[src/rtl/i2c_rom_pkg.sv]
package i2c_rom_pkg;

    typedef enum logic [1:0] {
        PH_IDLE = 2'd0,
        PH_CTRL = 2'd1,
        PH_WORD = 2'd2
    } phase_e;

    typedef struct packed {
        logic start;
        logic stop;
        logic rise;
        logic steady;
    } line_ev_t;

endpackage

[src/rtl/i2c_line_events.sv]
module i2c_line_events
    import i2c_rom_pkg::*;
(
    input  logic     scl_prev,
    input  logic     sda_prev,
    input  logic     scl_now,
    input  logic     sda_now,
    output line_ev_t ev
);
    logic scl_held;

    assign scl_held  = scl_prev & scl_now;
    assign ev.start  = scl_held &  sda_prev & ~sda_now;
    assign ev.stop   = scl_held & ~sda_prev &  sda_now;
    assign ev.rise   = ~scl_prev & scl_now;
    assign ev.steady = (sda_prev == sda_now);
endmodule

[src/rtl/i2c_preset_rom.sv]
module i2c_preset_rom #(
    parameter int AW = 8,
    parameter int DW = 8
) (
    input  logic [AW-1:0] addr,
    output logic [DW-1:0] q
);
    always_comb begin
        case (addr)
            AW'(0):  q = DW'(8'h80);
            AW'(1):  q = DW'(8'h08);
            AW'(2):  q = DW'(8'h04);
            default: q = '0;
        endcase
    end
endmodule

[src/rtl/i2c_rom_ctrl.sv]
module i2c_rom_ctrl
    import i2c_rom_pkg::*;
#(
    parameter int AW    = 8,
    parameter int DW    = 8,
    parameter int CW    = 8,
    parameter int CNT_W = 3
) (
    input  logic          clk,
    input  logic          rst_n,
    input  logic          upd,
    input  logic          scl_in,
    input  logic          sda_in,
    input  line_ev_t      ev,
    input  logic [DW-1:0] rom_q,
    output logic [AW-1:0] rom_addr,
    output logic          scl_q,
    output logic          sda_q,
    output phase_e        phase,
    output logic          ack_pend
);
    localparam logic [CNT_W-1:0] CTRL_LAST = CNT_W'(CW - 1);
    localparam logic [CNT_W-1:0] WORD_LAST = CNT_W'(AW - 1);

    phase_e           phase_n;
    logic [CNT_W-1:0] cnt, cnt_n;
    logic [CW-1:0]    cmd, cmd_n;
    logic [AW-1:0]    addr, addr_n;
    logic [DW-1:0]    data, data_n;
    logic             ack_n, sda_n;
    logic             is_read;

    assign is_read  = cmd[0];
    assign rom_addr = {addr[AW-2:0], sda_in};

    // next-state process
    always_comb begin
        phase_n = phase;
        cnt_n   = cnt;
        cmd_n   = cmd;
        addr_n  = addr;
        data_n  = data;
        ack_n   = ack_pend;
        sda_n   = sda_in;
        if (ev.start) begin
            phase_n = PH_CTRL;
            cnt_n   = '0;
            cmd_n   = '0;
        end else if (ev.stop) begin
            // only the stored level follows
        end else if (phase == PH_IDLE && !ack_pend) begin
            // waiting for a start
        end else if (ev.rise) begin
            if (ack_pend) begin
                sda_n = 1'b0;
                ack_n = 1'b0;
            end else if (ev.steady) begin
                unique case (phase)
                    PH_CTRL: begin
                        cmd_n = {cmd[CW-2:0], sda_in};
                        cnt_n = cnt + CNT_W'(1);
                        if (cnt == CTRL_LAST) begin
                            phase_n = PH_WORD;
                            cnt_n   = '0;
                            ack_n   = 1'b1;
                        end
                    end
                    PH_WORD: begin
                        if (is_read)
                            sda_n = data[DW-1];
                        addr_n = rom_addr;
                        data_n = data << 1;
                        cnt_n  = cnt + CNT_W'(1);
                        if (cnt == WORD_LAST) begin
                            data_n  = rom_q;
                            ack_n   = 1'b1;
                            phase_n = PH_IDLE;
                            cnt_n   = '0;
                        end
                    end
                    default: ;
                endcase
            end
        end
    end

    // state register process
    always_ff @(posedge clk or negedge rst_n) begin
        if (!rst_n) begin
            phase    <= PH_IDLE;
            cnt      <= '0;
            cmd      <= '0;
            addr     <= '0;
            data     <= '0;
            ack_pend <= 1'b0;
            scl_q    <= 1'b1;
            sda_q    <= 1'b1;
        end else if (upd) begin
            phase    <= phase_n;
            cnt      <= cnt_n;
            cmd      <= cmd_n;
            addr     <= addr_n;
            data     <= data_n;
            ack_pend <= ack_n;
            scl_q    <= scl_in;
            sda_q    <= sda_n;
        end
    end
endmodule

[src/rtl/i2c_rom_slave.sv]
module i2c_rom_slave
    import i2c_rom_pkg::*;
#(
    parameter int AW = 8,
    parameter int DW = 8,
    parameter int CW = 8
) (
    input  logic clk,
    input  logic rst_n,
    input  logic upd,
    input  logic scl_in,
    input  logic sda_in,
    output logic sda_out
);
    localparam int LEN   = (CW > AW) ? CW : AW;
    localparam int CNT_W = (LEN > 2) ? $clog2(LEN) : 1;

    line_ev_t      ev;
    logic          scl_q, sda_q, ack_pend;
    phase_e        phase;
    logic [AW-1:0] rom_addr;
    logic [DW-1:0] rom_q;

    i2c_line_events u_ev (
        .scl_prev (scl_q),
        .sda_prev (sda_q),
        .scl_now  (scl_in),
        .sda_now  (sda_in),
        .ev       (ev)
    );

    i2c_preset_rom #(.AW(AW), .DW(DW)) u_rom (
        .addr (rom_addr),
        .q    (rom_q)
    );

    i2c_rom_ctrl #(.AW(AW), .DW(DW), .CW(CW), .CNT_W(CNT_W)) u_ctrl (
        .clk      (clk),
        .rst_n    (rst_n),
        .upd      (upd),
        .scl_in   (scl_in),
        .sda_in   (sda_in),
        .ev       (ev),
        .rom_q    (rom_q),
        .rom_addr (rom_addr),
        .scl_q    (scl_q),
        .sda_q    (sda_q),
        .phase    (phase),
        .ack_pend (ack_pend)
    );

    assign sda_out = sda_q;
endmodule

[config.mk]
export PLATFORM = sky130hd
export DESIGN_NAME = i2c_rom_slave
export DESIGN_NICKNAME = d
export VERILOG_FILES = /design/src/rtl/i2c_rom_pkg.sv /design/src/rtl/i2c_line_events.sv /design/src/rtl/i2c_preset_rom.sv /design/src/rtl/i2c_rom_ctrl.sv /design/src/rtl/i2c_rom_slave.sv
export SDC_FILE = /design/constraint.sdc
export NUM_CORES = 1
export LEC_CHECK = 0
export CAP_MARGIN = 10
export CORE_UTILIZATION = 45
export DETAILED_ROUTE_END_ITERATION = 10
export PLACE_DENSITY = 0.77
export SYNTH_ARGS = -nofsm -noshare
export SYNTH_HDL_FRONTEND = slang
export SYNTH_SLANG_ARGS = --single-unit
[constraint.sdc]
create_clock -name clk -period 1.8 [get_ports clk]
set_input_delay 0.36 -clock clk [delete_from_list [all_inputs] [get_ports clk]]
set_output_delay 0.36 -clock clk [all_outputs]
set_load 0.005 [all_outputs]
Word level (Yosys, flattened, before mapping):

Index checks and enable logic that the tools add are counted.

* bits in registers: 24
* output and inout bits: 1
* logic and storage cells: 86

* add/subtract/negate cells: 1
* eq/ne operators: 11
* multiplexer cells: 38
* bitwise logic cells: 13
* reduce and logical (&&, ||, !) cells: 15

Operator list (count)
* 3-bit two-way mux: 8
* 8-bit case mux with 3 select lines: 1
* 1-bit two-way mux: 19
* 2-bit two-way mux: 8
* 7-bit AND reduction: 2
* 9-bit AND reduction: 1
* 8-bit by 1-bit == test with 1-bit output, second input constant: 1
* 8-bit by 2-bit == test with 1-bit output, second input constant: 1
* 8-bit logical NOT: 1
* 8-bit two-way mux: 1
* 8-bit AND reduction: 1
* 2-bit nonzero test: 4
* 1-bit NOT: 7
* 1-bit bitwise AND: 6
* 3-bit by 2-bit inequality test with 1-bit output, second input constant: 2
* 5-bit AND reduction: 1
* 2-bit inequality test, second input constant: 2
* 2-bit case mux with 2 select lines: 1
* 3-bit by 1-bit adder with 3-bit output, second input constant: 1
* 3-bit == test, second input constant: 1
* 3-bit nonzero test: 1
* 2-bit by 1-bit == test with 1-bit output, second input constant: 1
* 2-bit == test, second input constant: 1
* 2-bit logical NOT: 1
* other kinds (5): 5

Logic depth before layout (Yosys ltp):

Gate-level depths: netlist of run 1.

* word-level depth: 9
* depth in mapped cells: 7
* mapped depth without buffers: 6

Modules after synthesis:

From an unflattened synthesis of run 1, not the netlist that was laid out.

* cells, all modules: 117
* area, all modules: 1312.5 sq um

By module, submodules not included
* i2c_rom_ctrl: instances 1, cells each 100, area an instance 1188.6 sq um, seq. area each 603.1 sq um
* i2c_preset_rom: instances 1, cells each 13, area an instance 88.8 sq um, seq. area each 0.0 sq um
* i2c_line_events: instances 1, cells each 4, area an instance 35.0 sq um, seq. area each 0.0 sq um

Worst setup path before layout of run 1:

OpenSTA, ideal clock, no wires.

* kind: register to register
* start point: register u_ctrl.phase[0]
* end point: register u_ctrl.phase[1]
* setup time: 0.128 ns
* data arrival time: 1.827 ns
* data required time: 1.672 ns
* slack: -0.155 ns
* cell stages (with the launch flop): 7
* buffers on the path: 0
* cell sequence: dfrtp_1 inv_1 ha_1 or4b_4 a31oi_4 a21boi_2 mux2_1

* cells in the longest elaborated chain, start to end: 8

RTL lines
* start, declared: line i2c_rom_ctrl.sv:19 `output phase_e phase,`
* start signal, assigned: line i2c_rom_ctrl.sv:99 `phase <= phase_n;`
* 2-bit == test or 2-bit by 1-bit == test with 1-bit output (tied branches): line i2c_rom_ctrl.sv:58 `unique case (phase)`
* 2-bit case mux with 2 select lines: line i2c_rom_ctrl.sv:58
* 2-bit two-way mux: line i2c_rom_ctrl.sv:57 `end else if (ev.steady) begin`
* 2-bit two-way mux: line i2c_rom_ctrl.sv:54 `if (ack_pend) begin`
* 2-bit two-way mux: line i2c_rom_ctrl.sv:53 `end else if (ev.rise) begin`
* 2-bit two-way mux: line i2c_rom_ctrl.sv:51 `end else if (phase == PH_IDLE && !ack_pend) begin`
* 2-bit two-way mux: line i2c_rom_ctrl.sv:49 `end else if (ev.stop) begin`
* 2-bit two-way mux: line i2c_rom_ctrl.sv:45 `if (ev.start) begin`

Several ways; a longest one is shown, not always the timed one. The select of a mux whose other input is x is not followed.
A chain may end at the register's enable or synchronous reset.

Worst setup path in the final report of run 1:

* start point: register u_ctrl.phase[1]
* end point: register u_ctrl.phase[1]

Same word-level chain as after synthesis.

==> results of run 1 <==
-- state kept, by name (all words and copies together), names as in the netlist --
register	cells
u_ctrl.ack_pend	1
u_ctrl.addr	7
u_ctrl.cmd	1
u_ctrl.cnt	3
u_ctrl.data	6
u_ctrl.phase	2
u_ctrl.scl_q	1
u_ctrl.sda_q	1
-- layer usage --
| layer | share of wire (%) | vias up |
|---|---|---|
| li1 | - | 447 |
| met1 | 47 | 454 |
| met2 | 49 | 12 |
| met3 | 2.7 | 6 |
| met4 | 1.4 | 0 |
| met5 | 0 | - |
-- logic make-up after synthesis --
family / count (synthesis) / synth area share [%]
flip-flops: 22 / 47.5
XOR/XNOR: 1 / 0.753
buffers and inverters: 10 / 4.09
AND/OR/NAND/NOR: 37 / 18.4
multiplexers: 7 / 6.77
AO/OA/AOI/OAI: 27 / 17.1
adder cells (fa/ha/maj): 5 / 5.38
-- through the flow --
stage	TNS, ns	cells	cell area, sq um	hold WS, ns
floorplan	-0.128	109	1160	0.0644
finish	-0.484	164	1460	0.394
CTS	-0.602	164	1450	0.386
detailed placement	-4.04	156	1350	0.476
global placement	-3.48	156	1350	0.465
global route	-0.723	164	1460	0.391
-- worst max-delay path, delay by kind of cell, from the launching register on --
family / cells / cell delay, ns
buffers and inverters: 1 / 0.06
muxes: 1 / 0.30
AOI/OAI and AO/OA: 2 / 0.37
DFF: 1 / 0.39
adders and majority gates: 1 / 0.26
and+or+nand+nor: 1 / 0.46
-- cell usage in the layout (no fill, tap or decap), drive strengths merged, types with 2 or more instances in the layout --
cell type       n
nand4b          2
buf            20
ha              5
and3b           2
a32o            2
a31oi           3
mux2            7
clkdlybuf4s50   4
o21ai          11
nand2b          2
dfstp           2
nand2          14
clkbuf          3
nor2            6
dfrtp          20
inv             6
a22o            2
nor4            2
-- repair_timing --
action / CTS / global route
resized for setup: 5 / 3
gates cloned: 0 / 0
buffers inserted: 4 / 0
endpoints found under the setup margin: 5 / 15
pin swaps: 2 / 1
-- final timing paths --
path / startpoint / to / slack [ns] / cells after the start
max: u_ctrl.phase[1] / u_ctrl.phase[1] / -0.15 / 6
min: rst_n / u_ctrl.data[7] / 0.39 / 2
max reg2reg: u_ctrl.phase[1] / u_ctrl.phase[1] / -0.15 / 6
min reg2reg: u_ctrl.data[3] / u_ctrl.data[3] / 0.50 / 2
max in group asynchronous: rst_n / u_ctrl.scl_q / 1.14 / 2
min in group clk: u_ctrl.data[3] / u_ctrl.data[3] / 0.50 / 2
-- area by class of cell --
class / instances / area, sq um / area share (%)
clock inverters: 1 / 30.0 / 2.05
multi-input cells: 77 / 596 / 40.7
well taps: 30 / 37.5 / 2.56
flip-flops and latches: 22 / 553 / 37.8
inverters: 6 / 22.5 / 1.54
clock buffers: 3 / 22.5 / 1.54
repair buffers: 25 / 203 / 13.8
-- power by group through the flow --
stage                     registers, mW  clock network (mW)  logic [mW]
after floorplan                   0.641                   0       0.311
after global placement            0.655                   0       0.476
after detailed placement          0.661                   0       0.501
after CTS                         0.652               0.384       0.617
after global routing              0.667               0.401       0.688
final                             0.656               0.372       0.623
==> flow_metrics.env, run 1 <==
export IMPL_ios=6
export IMPL_worst_slew_pin_slew_ns=0.436
export IMPL_synth_area_leader_cell="dfrtp_1"
export IMPL_drive_above_1_share_pct=31.3
export IMPL_grt_pass1_wl_um=4190
export IMPL_cts_hold_buf=0
export IMPL_clkPwrFrac_pct=22.6
export IMPL_synth_common_cells="dfrtp_1 (20), nand2_1 (14), o21ai_0 (10)"
export IMPL_synth_edf_count=0
export IMPL_routed_via_density=5.60
export IMPL_violations="negative setup slack"
export IMPL_gr_usage_met3_pct=3.74
export IMPL_ys_types=40
export IMPL_max_freq_mhz=512
export IMPL_io_buffers=5
export IMPL_path_class="register to register"
export IMPL_synthToLayoutAreaGrowth_pct=25.8
export IMPL_clock_sinks=22
export IMPL_worstPathArrival_ns=2.15
export IMPL_ir_worst_vdd_mv=0.721
export IMPL_first_pass_iters=4
export IMPL_cts_htree_levels=1
export IMPL_mappedNetlistArea_sq_um=1160
export IMPL_skew_ns=0.00356
export IMPL_cp_max_fo=2
export IMPL_totalPowerFinal_mw=1.65
export IMPL_finalCritPeriodShare_pct=108
export IMPL_avgSynthCellArea_sq_um=10.7
export IMPL_clk_latency_ns=0.30
export IMPL_power_frac_comb_pct=37.7
export IMPL_hold_class="input pin to asynchronous set/reset pin"
export IMPL_switching_share_pct=29.8
export IMPL_worst_setup_path_end_kind="register"
export IMPL_outcome="complete, but fails checks"
export IMPL_drt_total_wl_um=2350
export IMPL_dp_hpwl_um=1640
export IMPL_rsz0062_at_grt="yes"
export IMPL_cp_slowest_cell="or4b_4"
export IMPL_die_w_um=52.9
export IMPL_grt_pass1_vias=961
export IMPL_synthFlopType="dfrtp_1"
export IMPL_ys_ff_latch=22
export IMPL_cts_root_buffer="clkbuf_4"
export IMPL_required_ns=2.00
export IMPL_cp_slowest_stage_delay_ns=0.46
export IMPL_hold_viol_final=0
export IMPL_grt_busiest_layer="met2"
export IMPL_synth_seq_area_share_pct=47.5
export IMPL_gp_congestion=0.857
export IMPL_grt_max_degree=23
export IMPL_switchingPower_uw=492
export IMPL_final_antenna_net_count=0
export IMPL_fin_util_pct=59.6
export IMPL_ys_async_sr_fraction_pct=100
export IMPL_synth_area_top_cells="dfrtp_1 (43%), mux2_2 (5.8%), ha_1 (5.4%)"
export IMPL_start_util_pct=47.4
export IMPL_grt_util_met2_pct=36.3
export IMPL_coreArea_sq_um=2450
export IMPL_fill_cells=221
export IMPL_via_count=919
export IMPL_setup_violations=4
export IMPL_yosys_area_top_type_share_pct=43.0
export IMPL_die_y_um=52.9
export IMPL_leakage_nw=0.658
export IMPL_wl_per_cell_um=14.3
export IMPL_finalMaxSlewViolations=0
export IMPL_cts_buffer_depth=2
export IMPL_power_density_nw_per_um2=1130
export IMPL_post_synth_top_count_cell="dfrtp_1"
export IMPL_p_int_mw=1.16
export IMPL_fin_ws_ns=-0.153
export IMPL_antenna_cells=0
export IMPL_layout_nets=145
export IMPL_maxCapViolCount=0
export IMPL_worstPathCellList="inv_2 > ha_4 > or4b_4 > a31oi_4 > a21boi_4 > mux2_4"
export IMPL_fp_row_count=18
export IMPL_min_period_ns=1.95
export IMPL_antenna_found_initial=0
export IMPL_drt_iter0_drc=20
export IMPL_cts_tree="built"
export IMPL_path_clk_slew_ns=0.12
export IMPL_synth_fp_nets=119
export IMPL_dieArea_sq_um=2790
export IMPL_grt_util_all_layers_pct=20.8
export IMPL_cts_buffers=3
export IMPL_start_kind="register"
export IMPL_synth_cells=109
export IMPL_grt_overflow=0
export IMPL_drc_errors=0
export IMPL_place_ws_ns=-0.345
export IMPL_use_met1_pct=24.8
export IMPL_ys_warn_count=0
export IMPL_p_seq_share_pct=39.7
export IMPL_maxSlewHeadroom_pct=70.6
Note: power is estimated with default switching activity, not from simulation.
==> run 2: changes to the inputs <==
CORE_MARGIN = 2   (was default)
==> flow_metrics.env, run 2 (same netlist as run 1, synthesis figures left out) <==
export IMPL_path_clk_slew_ns=0.12
export IMPL_antenna_cells=0
export IMPL_min_period_ns=1.97
export IMPL_worst_slew_pin_slew_ns=0.369
export IMPL_largest_register_ffs=7
export IMPL_die_w_um=54.9
export IMPL_dieArea_sq_um=3010
export IMPL_drive_above_1_share_pct=32.8
export IMPL_drt_iter0_drc=11
export IMPL_clock_sinks=22
export IMPL_drc_errors=0
export IMPL_max_freq_mhz=509
export IMPL_grt_pass1_vias=878
export IMPL_rsz0062_at_grt="yes"
export IMPL_cts_htree_levels=1
export IMPL_antenna_found_initial=0
export IMPL_cts_root_buffer="clkbuf_4"
export IMPL_layout_nets=148
export IMPL_coreArea_sq_um=2450
export IMPL_cts_buffer_depth=2
export IMPL_p_seq_share_pct=42.4
export IMPL_cts_buffers=3
export IMPL_top_register="u_ctrl.addr"
export IMPL_required_ns=2.00
export IMPL_endpoint="u_ctrl.phase[1]"
export IMPL_grt_pass1_wl_um=3660
export IMPL_setup_violations=4
export IMPL_cp_max_fo=2
export IMPL_reg_top3="u_ctrl.addr (7), u_ctrl.data (6), u_ctrl.cnt (3)"
export IMPL_cts_tree="built"
export IMPL_final_cell_mix="buf_4 (22), dfrtp_1 (20), nand2_1 (14)"
export IMPL_hold_viol_final=0
export IMPL_maxSlewHeadroom_pct=75.2
export IMPL_worstPathArrival_ns=2.16
export IMPL_ir_worst_vdd_mv=0.707
export IMPL_final_common_cell="buf_4"
export IMPL_whs_ns=0.399
export IMPL_leakage_nw=0.652
export IMPL_drt_total_wl_um=2260
export IMPL_reg2regPathDepth=6
export IMPL_finalMaxSlewViolations=0
export IMPL_fp_row_count=18
export IMPL_start_util_pct=47.4
export IMPL_switching_share_pct=31.4
export IMPL_synthToLayoutAreaGrowth_pct=25.9
export IMPL_r2r_end="u_ctrl.phase[1]"
export IMPL_dr_wl_met2_um=1140
export IMPL_via_count=911
export IMPL_wl_met3_um=52
export IMPL_grt_max_degree=23
export IMPL_top_layer_used="met4"
export IMPL_clk_latency_ns=0.30
export IMPL_cts_hold_buf=0
export IMPL_first_pass_iters=4
export IMPL_power_frac_comb_pct=43.1
export IMPL_final_antenna_net_count=0
export IMPL_fin_util_pct=59.7
export IMPL_clkPwrFrac_pct=14.5
export IMPL_r2r_start="u_ctrl.phase[0]"
export IMPL_routed_via_density=5.46
export IMPL_gp_congestion=0.906
export IMPL_ios=6
export IMPL_fill_cells=214
export IMPL_violations="negative setup slack"
export IMPL_finalCritPeriodShare_pct=109
export IMPL_grt_overflow=0
export IMPL_die_y_um=54.9
export IMPL_wl_per_cell_um=13.5
export IMPL_worst_setup_path_end_kind="register"
export IMPL_r2r_slack_ns=-0.17
export IMPL_start_kind="register"
export IMPL_grt_util_all_layers_pct=17.6
export IMPL_dp_hpwl_um=1580
export IMPL_switchingPower_uw=483
export IMPL_path_class="register to register"
export IMPL_power_density_nw_per_um2=1050
export IMPL_hold_class="input pin to asynchronous set/reset pin"
export IMPL_drt_met1_wl_um=1050
export IMPL_skew_ns=0.00708
export IMPL_io_buffers=5
export IMPL_crit_start="u_ctrl.phase[0]"
export IMPL_fin_ws_ns=-0.166
export IMPL_outcome="complete, but fails checks"
export IMPL_maxCapViolCount=0
export IMPL_p_int_mw=1.05
## run 2: power by group through the flow
| stage | clock network (mW) | registers (mW) | logic, mW |
|---|---|---|---|
| 2_1_floorplan | 0 | 0.641 | 0.311 |
| 3_5_place_dp | 0 | 0.660 | 0.496 |
| 4_1_cts | 0.234 | 0.650 | 0.642 |
| 3_3_place_gp | 0 | 0.656 | 0.476 |
| 5_1_grt | 0.259 | 0.663 | 0.731 |
| 6_report | 0.223 | 0.651 | 0.661 |
## run 2: layout make-up
type | instances | area (sq um) | area share [%]
flip-flops and latches | 22 | 553 | 37.7
multi-input cells | 77 | 599 | 40.9
well taps | 30 | 37.5 | 2.56
inverters | 6 | 22.5 | 1.54
clock buffers | 4 | 26.3 | 1.79
repair buffers | 28 | 226 | 15.5
## run 2: repair_timing
item	4_1_cts	5_1_grt
buffers inserted	7	1
gates resized for setup	8	1
pin swaps	3	2
setup endpoints to repair	5	10
## run 2: worst min path at each step
stage                    from               to  depth (start not counted)
6_report                rst_n   u_ctrl.data[2]                          2
5_1_grt                 rst_n  u_ctrl.phase[0]                          2
4_1_cts                 rst_n  u_ctrl.phase[0]                          2
3_5_place_dp   u_ctrl.data[4]   u_ctrl.data[4]                          2
3_3_place_gp   u_ctrl.data[4]   u_ctrl.data[4]                          2
2_1_floorplan           rst_n  u_ctrl.ack_pend                          0
## run 2: critical path, stage by stage, from the launching register on
cell	delay, ns
dfrtp_1	0.39
inv_2	0.06
ha_4	0.25
or4b_4	0.46
a31oi_4	0.16
a21boi_4	0.23
mux2_4	0.31
## run 2: routing by layer
metal  track usage, %  vias up
li1                 -      451
met1             20.5      448
met2             30.8       10
met3             3.28        2
met4             8.75        0
met5                0        -
## run 2: through the flow
step	cell area (sq um)	total power [mW]	cells	setup slack, ns	setup TNS (ns)
finish	1470	1.54	167	-0.166	-0.554
global route	1470	1.65	167	-0.230	-0.874
CTS	1450	1.53	166	-0.138	-0.503
detailed placement	1340	1.16	155	-0.372	-4.27
global placement	1340	1.13	155	-0.323	-3.45
floorplan	1160	0.952	109	-0.128	-0.128
